===== src/rtl/irq_vector_ctl.sv =====
module irq_vector_ctl #(
  parameter int AW = 16,
  parameter int TW = 12
) (
  input  logic          clk,
  input  logic          rst_n,
  input  logic          chk_en,
  input  logic          ov_flag,
  input  logic          mp_flag,
  input  logic          pi_flag,
  input  logic          io_flag,
  input  logic          svc_flag,
  input  logic [AW-1:0] pc_in,
  input  logic [AW-1:0] sp_in,
  input  logic          mode_in,
  input  logic          cfg_we,
  input  logic [2:0]    cfg_addr,
  input  logic [AW-1:0] cfg_data,
  output logic [AW-1:0] pc_next,
  output logic [AW-1:0] sp_next,
  output logic          mode_next,
  output logic          evt_taken,
  output logic [2:0]    evt_cause,
  output logic          stk_we,
  output logic [AW-1:0] stk_addr,
  output logic [AW-1:0] stk_data,
  output logic [5:0]    flag_clr,
  output logic          ti_flag
);
  localparam int NCAUSE = 6;
  localparam logic [2:0] RELOAD_SEL = 3'd6;
  localparam logic [2:0] TIMER_IDX = 3'd3;

  logic [AW-1:0] vec [NCAUSE];
  logic [TW-1:0] tmr;
  logic          ti_pend;
  logic [5:0]    pend;
  logic          resumable;
  logic          reload;

  assign pend   = {svc_flag, io_flag, ti_pend, pi_flag, mp_flag, ov_flag};
  assign reload = cfg_we && (cfg_addr == RELOAD_SEL);

  always_comb begin
    evt_cause = 3'd0;
    for (int i = NCAUSE - 1; i >= 0; i--)
      if (pend[i]) evt_cause = 3'(i);
  end

  assign evt_taken = chk_en && (pend != 6'd0);
  assign resumable = evt_cause >= TIMER_IDX;
  assign stk_we    = evt_taken && resumable;
  assign stk_addr  = sp_in;
  assign stk_data  = pc_in;
  assign pc_next   = evt_taken ? vec[evt_cause] : pc_in;
  assign sp_next   = stk_we ? sp_in + AW'(1) : sp_in;
  assign mode_next = evt_taken ? 1'b1 : mode_in;
  assign flag_clr  = evt_taken ? (6'd1 << evt_cause) : 6'd0;
  assign ti_flag   = ti_pend;

  always_ff @(posedge clk) begin
    if (!rst_n) begin
      for (int k = 0; k < NCAUSE; k++) vec[k] <= '0;
    end else if (cfg_we && cfg_addr < 3'(NCAUSE)) begin
      vec[cfg_addr] <= cfg_data;
    end
  end

  always_ff @(posedge clk) begin
    if (!rst_n) begin
      tmr     <= '0;
      ti_pend <= 1'b0;
    end else begin
      if (reload)
        tmr <= cfg_data[TW-1:0];
      else if (!mode_in && tmr != '0)
        tmr <= tmr - TW'(1);
      if (!reload && !mode_in && tmr == TW'(1))
        ti_pend <= 1'b1;
      else if (flag_clr[TIMER_IDX])
        ti_pend <= 1'b0;
    end
  end

  AST_ONE_CLEAR: assert property (@(posedge clk) disable iff (!rst_n)
    $onehot0(flag_clr));
  AST_CLEAR_TRACKS_TAKEN: assert property (@(posedge clk) disable iff (!rst_n)
    evt_taken |-> $countones(flag_clr) == 1);
  AST_TRAP_NO_PUSH: assert property (@(posedge clk) disable iff (!rst_n)
    (chk_en && (ov_flag || mp_flag || pi_flag)) |-> (!stk_we && sp_next == sp_in));
  AST_PUSH_ADVANCES_SP: assert property (@(posedge clk) disable iff (!rst_n)
    stk_we |-> (sp_next == stk_addr + AW'(1) && stk_data == pc_in));
  AST_SUPERVISOR_ON_TAKE: assert property (@(posedge clk) disable iff (!rst_n)
    evt_taken |-> mode_next);
  AST_IDLE_PASS: assert property (@(posedge clk) disable iff (!rst_n)
    !chk_en |-> (!stk_we && flag_clr == 6'd0 && pc_next == pc_in));
  AST_TI_ON_ZERO: assert property (@(posedge clk) disable iff (!rst_n)
    $rose(ti_pend) |-> (tmr == '0 && $past(tmr) == TW'(1)));
  AST_TIMER_HOLD: assert property (@(posedge clk) disable iff (!rst_n)
    (mode_in && !reload) |=> $stable(tmr));
  AST_TI_CLEARED: assert property (@(posedge clk) disable iff (!rst_n)
    (flag_clr[TIMER_IDX] && !(!reload && !mode_in && tmr == TW'(1))) |=> !ti_pend);
endmodule


===== config.mk =====
export PLATFORM = sky130hd
export DESIGN_NAME = irq_vector_ctl
export DESIGN_NICKNAME = d
export VERILOG_FILES = /design/src/rtl/irq_vector_ctl.sv
export SDC_FILE = /design/constraint.sdc
export NUM_CORES = 1
export LEC_CHECK = 0
export BUFFER_PORTS_ARGS = -buffer_cell sky130_fd_sc_hd__buf_2
export CORE_MARGIN = 5
export CORE_UTILIZATION = 45
export CTS_CLUSTER_SIZE = 14
export DETAILED_ROUTE_END_ITERATION = 7
export PLACE_DENSITY_LB_ADDON = 0.12
export SYNTH_ARGS = -nofsm -noshare
export SYNTH_HDL_FRONTEND = slang
export SYNTH_SLANG_ARGS = --single-unit

===== constraint.sdc =====
create_clock -name clk -period 6.4 [get_ports clk]
set_clock_uncertainty 0.15 [all_clocks]
set_input_delay 1.28 -clock clk [delete_from_list [all_inputs] [get_ports clk]]
set_output_delay 1.28 -clock clk [all_outputs]
set_load 0.02 [all_outputs]

## Yosys cells after proc, flatten, opt, wreduce, memory -nomap -nowiden

Memories as Yosys holds them, arrays and structs flattened.
Cells that the tools add are included.

- Add/sub/neg operators: 2
- Magnitude comparators: 2
- Equal/unequal tests: 2
- Shift-type cells: 1
- Multiplexer cells: 21
- Reductions and logical operators: 14

Operator list:

| kind | number |
|---|---|
| $mux 16 | 3 |
| $mux 12 | 2 |
| $mux 3 | 7 |
| $add 16x1->16 const B | 1 |
| $reduce_or 16->1 | 1 |
| $eq 12x1->1 const B | 1 |
| $reduce_bool 12->1 | 1 |
| $sub 12x1->12 const B | 1 |
| $mux 1 | 8 |
| $logic_and 1x1->1 | 7 |
| $mux 6 | 1 |
| $reduce_bool 6->1 | 1 |
| $shl 1x3->6 const A | 1 |
| $reduce_bool 2->1 | 2 |
| $eq 3x3->1 const B | 1 |
| $ge 3x2->1 const B | 1 |
| $lt 3x3->1 const B | 1 |
| $logic_not 1->1 | 2 |

- Bits in registers: 13
- Memory bits (writable): 96
- Input port bits: 61
- Output and inout port bits: 77
- Word-level logic and storage cells: 45
- Memories: 1

Memory list:

| name | words | width | read ports | clocked after memory_dff | wr ports | line | RTL |
|---|---|---|---|---|---|---|---|
| vec | 6 | 16 | 1 | 0 | 6 | 34 | `logic [AW-1:0] vec [NCAUSE];` |

## Longest topological paths before layout

Gate-level depths: netlist of run 1.

- Word-level depth: 10
- Depth in mapped cells: 8
- Mapped depth without buffers: 7

## Least setup slack after synthesis of run 1

No wires, ideal clock.

- Path kind: input-to-output
- Start point: input port ov_flag
- End point: output port sp_next[14]
- Arrival: 3.037 ns
- Data required time: 4.970 ns
- Setup slack: 1.933 ns
- Cell stages on the path: 8
- Path buffers: 3
- Cell sequence: buf_6 > or2_1 > buf_6 > nor4b_4 > and3_1 > buf_4 > nand4_2 > xnor2_1

- Longest elaborated chain between the ends: 4
- Elaborated cells on any way between the ends: 6
- Classes of those cells: 1 x order compare; 2 x mux; 3 x reduce/logical

RTL lines:

| what | line | RTL |
|---|---|---|
| from (decl) | 8 | `input logic ov_flag,` |
| $mux 3 / $reduce_bool 6->1 (equally long branches) | 47, 50 |  |
| $ge 3x2->1 / $logic_and 1x1->1 (equally long branches) | 51, 50 |  |
| $logic_and 1x1->1 (*) | 52 | `assign stk_we = evt_taken && resumable;` |
| named net stk_we | 24 | `output logic stk_we,` |
| $mux 16 (*) | 56 | `assign sp_next = stk_we ? sp_in + AW'(1) : sp_in;` |
| to (decl) | 20 | `output logic [AW-1:0] sp_next,` |

Mark *: on every way through the listed nets, which the timed path passes. The rest lies on a longest branch.

## Worst setup path after layout of run 1

- Start point: input port svc_flag
- End point: output port pc_next[5]

- Longest elaborated chain between the ends: 8
- Elaborated cells on any way between the ends: 10
- Classes of those cells: 7 x mux; 2 x reduce/logical; 1 x memory

RTL lines:

| what | line | RTL |
|---|---|---|
| from (decl) | 12 | `input logic svc_flag,` |
| $mux 3 (6 in series) | 47 | `if (pend[i]) evt_cause = 3'(i);` |
| $mem_v2 6x16 | -- |  |
| $mux 16 (*) | 55 | `assign pc_next = evt_taken ? vec[evt_cause] : pc_in;` |
| to (decl) | 19 | `output logic [AW-1:0] pc_next,` |

Every way passes the cells marked *; elsewhere a longest branch is shown, timed or not.

==> key figures, run 1 <==
Worst hold path
  – HP Class: reg2reg
  – Hold_sp: tmr[6]
  – Hold depth: 2
  – Worst Hold End: tmr[6]

Setup path
  – Most common cell on crit path: buf_2
  – R2R depth: 7
  – Critical Path Slowest Stage Cell: o21ai_2
  – R2R Path End: tmr[0]
  – Endpoint type of the worst setup path: primary output
  – Worst path arrival time: 3.32 ns
  – Crit path max fanout: 14
  – Critical Path, Cell by Cell: buf_2, nor2b_1, o21ba_2, o21ai_2, buf_4, mux2i_1, o221ai_1, buf_2
  – Crit-path max cell delay: 0.51 ns
  – Worst r2r src: tmr[0]
  – Critical path launch point type: input pin
  – Reg2reg setup slack: 4.33 ns
  – Setup CP Type: in2out
  – Worst endpoint required time: 4.97 ns

Clocking
  – CTS Buffer Depth: 2
  – CTS tree: built
  – Post-CTS Resized: 0
  – Cts-stage hold buffer count: 0
  – CTS H-tree lvls: 3
  – Sink Count: 109
  – Worst-path clk slew: 0.07 ns
  – Post-CTS Setup Bufs: 0
  – Worst skew pair latency: 0.34 ns
  – Root Driver: clkbuf_16
  – Num CTS Buffers: 9

Synth
  – Post-synthesis async set-or-reset flop share: 0
  – Register bit total from synthesis: 109
  – Ys Warns: 0
  – Syn_nets: 611
  – Syn Inst Count: 546
  – Avg Cell Area, Syn: 10.6 µm²
  – Top FF cell, synth: edfxtp_1
  – Mapped cell area: 0.00579 mm²
  – Post-synth EDFFs: 96
  – Netlist cell types: 51
  – Seq/Total Area, Yosys: 0.543

STA
  – Unrepaired setup endpoints after global routing: no
  – Max Slew Vio Count: 0
  – Final period util: 0.742
  – Final hold vios: 0
  – Slew at the pin closest to its max-slew limit: 0.987 ns
  – Slew HR: 0.338
  – Setup violations, final: 0
  – Min Hold Slack: 0.356 ns
  – Fmax: 211 MHz
  – Tmin final: 4.75 ns
  – Setup TNS: 0 ns

Floorplan
  – Die Width: 123 µm
  – Row count: 41
  – Initial Utilization: 0.459
  – Total core area: 0.0126 mm²
  – Die Height: 123 µm
  – Full die area: 0.0152 mm²
  – # IOs: 138

Outcome
  – Outcome: complete, no violations

Final layout
  – Most common cell after layout, fill and taps aside: buf_2
  – Most frequent cells in the layout: buf_2 (137), nor2_1 (98), edfxtp_1 (96)
  – Layout cells sized above 1: 0.263
  – Antenna Cells: 0
  – FILL cells: 1159
  – Final #Nets: 703
  – Cell Count, Final, Fillers Out: 815
  – P&R area growth vs syn: 14.6%
  – Util after Layout: 0.526

Global route
  – Total gr overflow: 0
  – GRT Resource Usage Total: 0.207
  – Largest net degree at the start of global routing: 27
  – Initial antenna violation count: 0
  – Vias in the first global route: 4335
  – First-pass GRT wire length: 23600 µm

Power
  – Worst vdd ir: 0.000236 V
  – Pleak: 0.00271 µW
  – Power per Cell Area: 288 mW/mm²

Place
  – Port Buffers: 137
  – Placed Instances: 799
  – Hpwl dp: 11000 µm
  – GPL Wtd Cong: 0.862

Route
  – Drt wl/cell: 19.5 µm
  – Drt pass-1 iters: 5
  – Antenna-violating nets left: 0
  – Post-route DRC: 0
  – Drt total wl: 15900 µm
  – Total number of vias: 4532
  – Via density: 5.56
  – DRT iter0 DRCs: 244

Job
  – Max-cap violation count: 0
## kinds of logic after synthesis
kind of cell | synth area share
AND/OR/NAND/NOR | 0.174
buffers and inverters | 0.0814
multiplexers | 0.0296
flip-flops | 0.543
AO/OA/AOI/OAI | 0.129
adder cells (fa/ha/maj) | 0.00864
XOR/XNOR | 0.0346
## registers in the layout, indices dropped and copies added (netlist names)
signal   cells
vec         96
tmr         12
ti_flag      1
## worst max path at each step
| stage | from | to | slack (ns) | cells after the start |
|---|---|---|---|---|
| after floorplan | ov_flag | sp_next[14] | 1.93 | 8 |
| after global placement | svc_flag | pc_next[5] | 1.70 | 8 |
| after detailed placement | svc_flag | pc_next[5] | 1.66 | 8 |
| after CTS | svc_flag | pc_next[5] | 1.64 | 8 |
| after global routing | svc_flag | pc_next[14] | 1.53 | 8 |
| final | svc_flag | pc_next[5] | 1.65 | 8 |
## cell usage after synthesis (all sizes together), types with 2 or more instances
library cell,instances,area [µm²]
nand2,42,158
and2,3,18.8
nand4,7,56.3
o211a,3,30.0
o211ai,2,15.0
buf,39,295
or4,4,30.0
nor3b,2,15.0
a21oi,8,40.0
xnor2,16,148
o2111ai,2,17.5
a22o,13,114
a22oi,13,97.6
a221oi,3,26.3
o31ai,16,125
nand4b,2,17.5
a31oi,5,31.3
nor2,98,368
nand3b,3,22.5
mux2i,16,160
inv,23,86.3
nand3,9,45.0
ha,4,50.1
dfxtp,13,260
nor2b,4,25.0
clkbuf,24,90.1
o21ai,9,45.0
edfxtp,96,2880
nor4,4,31.3
nor3,5,25.0
xor2,6,52.6
nand2b,3,18.8
and3,5,31.3
o221ai,20,175
and4,2,17.5
or3,14,87.6
## power by group
| group | switching [µW] | leakage (µW) | internal, µW | total, µW |
|---|---|---|---|---|
| Clock | 243 | 0.000129 | 274 | 517 |
| Combinational | 296 | 0.00155 | 193 | 490 |
| Sequential | 56.0 | 0.00103 | 850 | 906 |
## final cells by class
type | instances | area [µm²] | area share
Clock inverter | 4 | 25.0 | 0.00377
Sequential cell | 109 | 3140 | 0.473
Clock buffer | 12 | 246 | 0.0371
Multi-Input combinational cell | 351 | 2190 | 0.329
Timing Repair Buffer | 144 | 738 | 0.111
Tap cell | 172 | 215 | 0.0324
Inverter | 23 | 86.3 | 0.0130
## per-layer routing
metal	track usage	wire length, µm	vias up
met3	0.0407	1170	12
met4	0.0450	129	0
met5	0	0	-
li1	-	-	2152
met1	0.280	6820	2182
met2	0.347	7750	186
## stage by stage
stage / worst slack (ns) / instance area [µm²] / power, µW
after global routing: 1.53 / 6640 / 2010
after detailed placement: 1.66 / 6370 / 1410
after CTS: 1.64 / 6640 / 1920
after global placement: 1.70 / 6370 / 1400
final: 1.65 / 6640 / 1910
after floorplan: 1.93 / 5790 / 1280
## critical path: cells and delay by family
kind                   cells  cell delay, ns
buffers and inverters      3            0.68
AND/OR/NAND/NOR            1            0.15
AO/OA/AOI/OAI              3            0.98
multiplexers               1            0.21
Note: power is estimated with default switching activity, not from simulation.
==> run 2: changes to the inputs <==
Clock period 6.4 ns to 4 ns, I/O delays scaled along.
==> run 2 against run 1 <==
Effect of this change: first-iteration DRC count up 17%; total power grew 68%; non-clock buffer count grew 16; final cell count rose by 2.0%; register-to-register slack got worse by 2.4 ns; clock power increased by 83%; global-route usage up 1.1 points; hold slack worse by 0.0077 ns; highest routed layer unchanged; critical path depth fell by 1; count of clock-buffer cells in the layout decreased by 1.
==> key figures, run 2 (synthesized netlist as in run 1, its figures left out) <==
STA
  – Max Slew Vio Count: 0
  – Unrepaired setup endpoints after global routing: no
  – Final hold vios: 0
  – Slew HR: 0.454
  – Tmin final: 3.44 ns
  – Setup violations, final: 0
  – Slew at the pin closest to its max-slew limit: 0.817 ns
  – Fmax: 291 MHz
  – Setup TNS: 0 ns
  – Final period util: 0.860

Final layout
  – Final #Nets: 719
  – Largest register FFs: 96
  – Most frequent cells in the layout: buf_2 (137), nor2_1 (98), edfxtp_1 (96)
  – Most common cell after layout, fill and taps aside: buf_2
  – Multi-input combinational cell area: 0.00219 mm²
  – FILL cells: 1186
  – Top reg by flops: vec
  – Antenna Cells: 0
  – Layout cells sized above 1: 0.281
  – P&R area growth vs syn: 17.5%
  – Sequential Area: 0.00314 mm²

Route
  – Drt wl/cell: 19.8 µm
  – Total number of vias: 4659
  – DRT iter0 DRCs: 286
  – Drt pass-1 iters: 5
  – Via density: 5.61
  – Drt total wl: 16400 µm
  – Antenna-violating nets left: 0
  – Post-route DRC: 0

Clocking
  – Sink Count: 109
  – Cts-stage hold buffer count: 0
  – CTS Buffer Depth: 2
  – CTS tree: built
  – Root Driver: clkbuf_16
  – Post-CTS Setup Bufs: 0
  – Worst skew pair latency: 0.34 ns
  – Worst-path clk slew: 0.06 ns
  – Num CTS Buffers: 9
  – CTS H-tree lvls: 3
  – Post-CTS Resized: 0

Power
  – Worst vdd ir: 0.000286 V
  – Power per Cell Area: 472 mW/mm²
  – Pleak: 0.00281 µW
  – Tot Pwr: 3210 µW

Job
  – Max-cap violation count: 0

Global route
  – Initial antenna violation count: 0
  – Total gr overflow: 0
  – Largest net degree at the start of global routing: 25
  – GRT Resource Usage Total: 0.219
  – First-pass GRT wire length: 25000 µm
  – Vias in the first global route: 4584

Outcome
  – Outcome: complete, no violations

Place
  – GPL Wtd Cong: 0.856
  – Hpwl dp: 11500 µm
  – Port Buffers: 137

Worst hold path
  – HP Class: reg2reg

Floorplan
  – Die Width: 123 µm
  – Die Height: 123 µm
  – Initial Utilization: 0.459
  – Total core area: 0.0126 mm²
  – # IOs: 138
  – Row count: 41
  – Full die area: 0.0152 mm²

Setup path
  – Endpoint type of the worst setup path: primary output
  – Worst path arrival time: 2.49 ns
  – Setup CP Type: in2out
  – Critical path launch point type: input pin
  – Worst endpoint required time: 3.05 ns
  – Crit path max fanout: 7
run 2: cell count changes in the layout (fill, tap and decap cells not counted), sizes merged:
cell	delta
buf	+16
bufinv	+2
clkbuf	-1
clkinv	+1
clkinvlp	-2
run 2: metrics by stage:
| step | cell area, µm² | hold WS (ns) | setup WS [ns] | cells | utilization |
|---|---|---|---|---|---|
| final | 6810 | 0.348 | 0.562 | 831 | 0.539 |
| after global routing | 6810 | 0.378 | 0.394 | 831 | 0.539 |
| after CTS | 6810 | 0.353 | 0.556 | 831 | 0.539 |
| after detailed placement | 6490 | 0.345 | 0.558 | 815 | 0.514 |
| after global placement | 6490 | 0.336 | 0.603 | 815 | 0.514 |
| after floorplan | 5790 | 0.311 | 0.493 | 546 | - |
run 2: final timing paths:
| path | startpoint | endpoint | slack (ns) | depth (start not counted) |
|---|---|---|---|---|
| hold / removal | tmr[6] | tmr[6] | 0.35 | 2 |
| hold reg to reg | tmr[6] | tmr[6] | 0.35 | 2 |
| setup / recovery | ov_flag | sp_next[6] | 0.56 | 7 |
| setup reg to reg | tmr[3] | tmr[0] | 1.89 | 5 |
run 2: metal layers:
metal  wire [µm]  GRT usage  up-vias
met1        6730      0.287     2236
met5           0          0        -
met2        8080      0.378      226
met3        1460     0.0393       16
li1            -          -     2181
met4         161     0.0491        0
run 2: critical path: stages:
cell and delay (ns):
buf_2 0.14, or2_1 0.33, nor4b_4 0.35, and3_1 0.39
nand4_2 0.16, xnor2_2 0.14, buf_2 0.18
run 2: area by class of cell:
class,instances,area share
clock buffer,11,0.0357
multi-input combinational,351,0.321
sequential,109,0.462
clock inverter,5,0.0108
tap,172,0.0316
inverter,23,0.0127
timing repair buffer,160,0.126
run 2: report_power, final:
| part | switching, µW | internal (µW) |
|---|---|---|
| logic | 490 | 320 |
| registers | 95.0 | 1360 |
| clock network | 384 | 562 |
| total | 969 | 2240 |
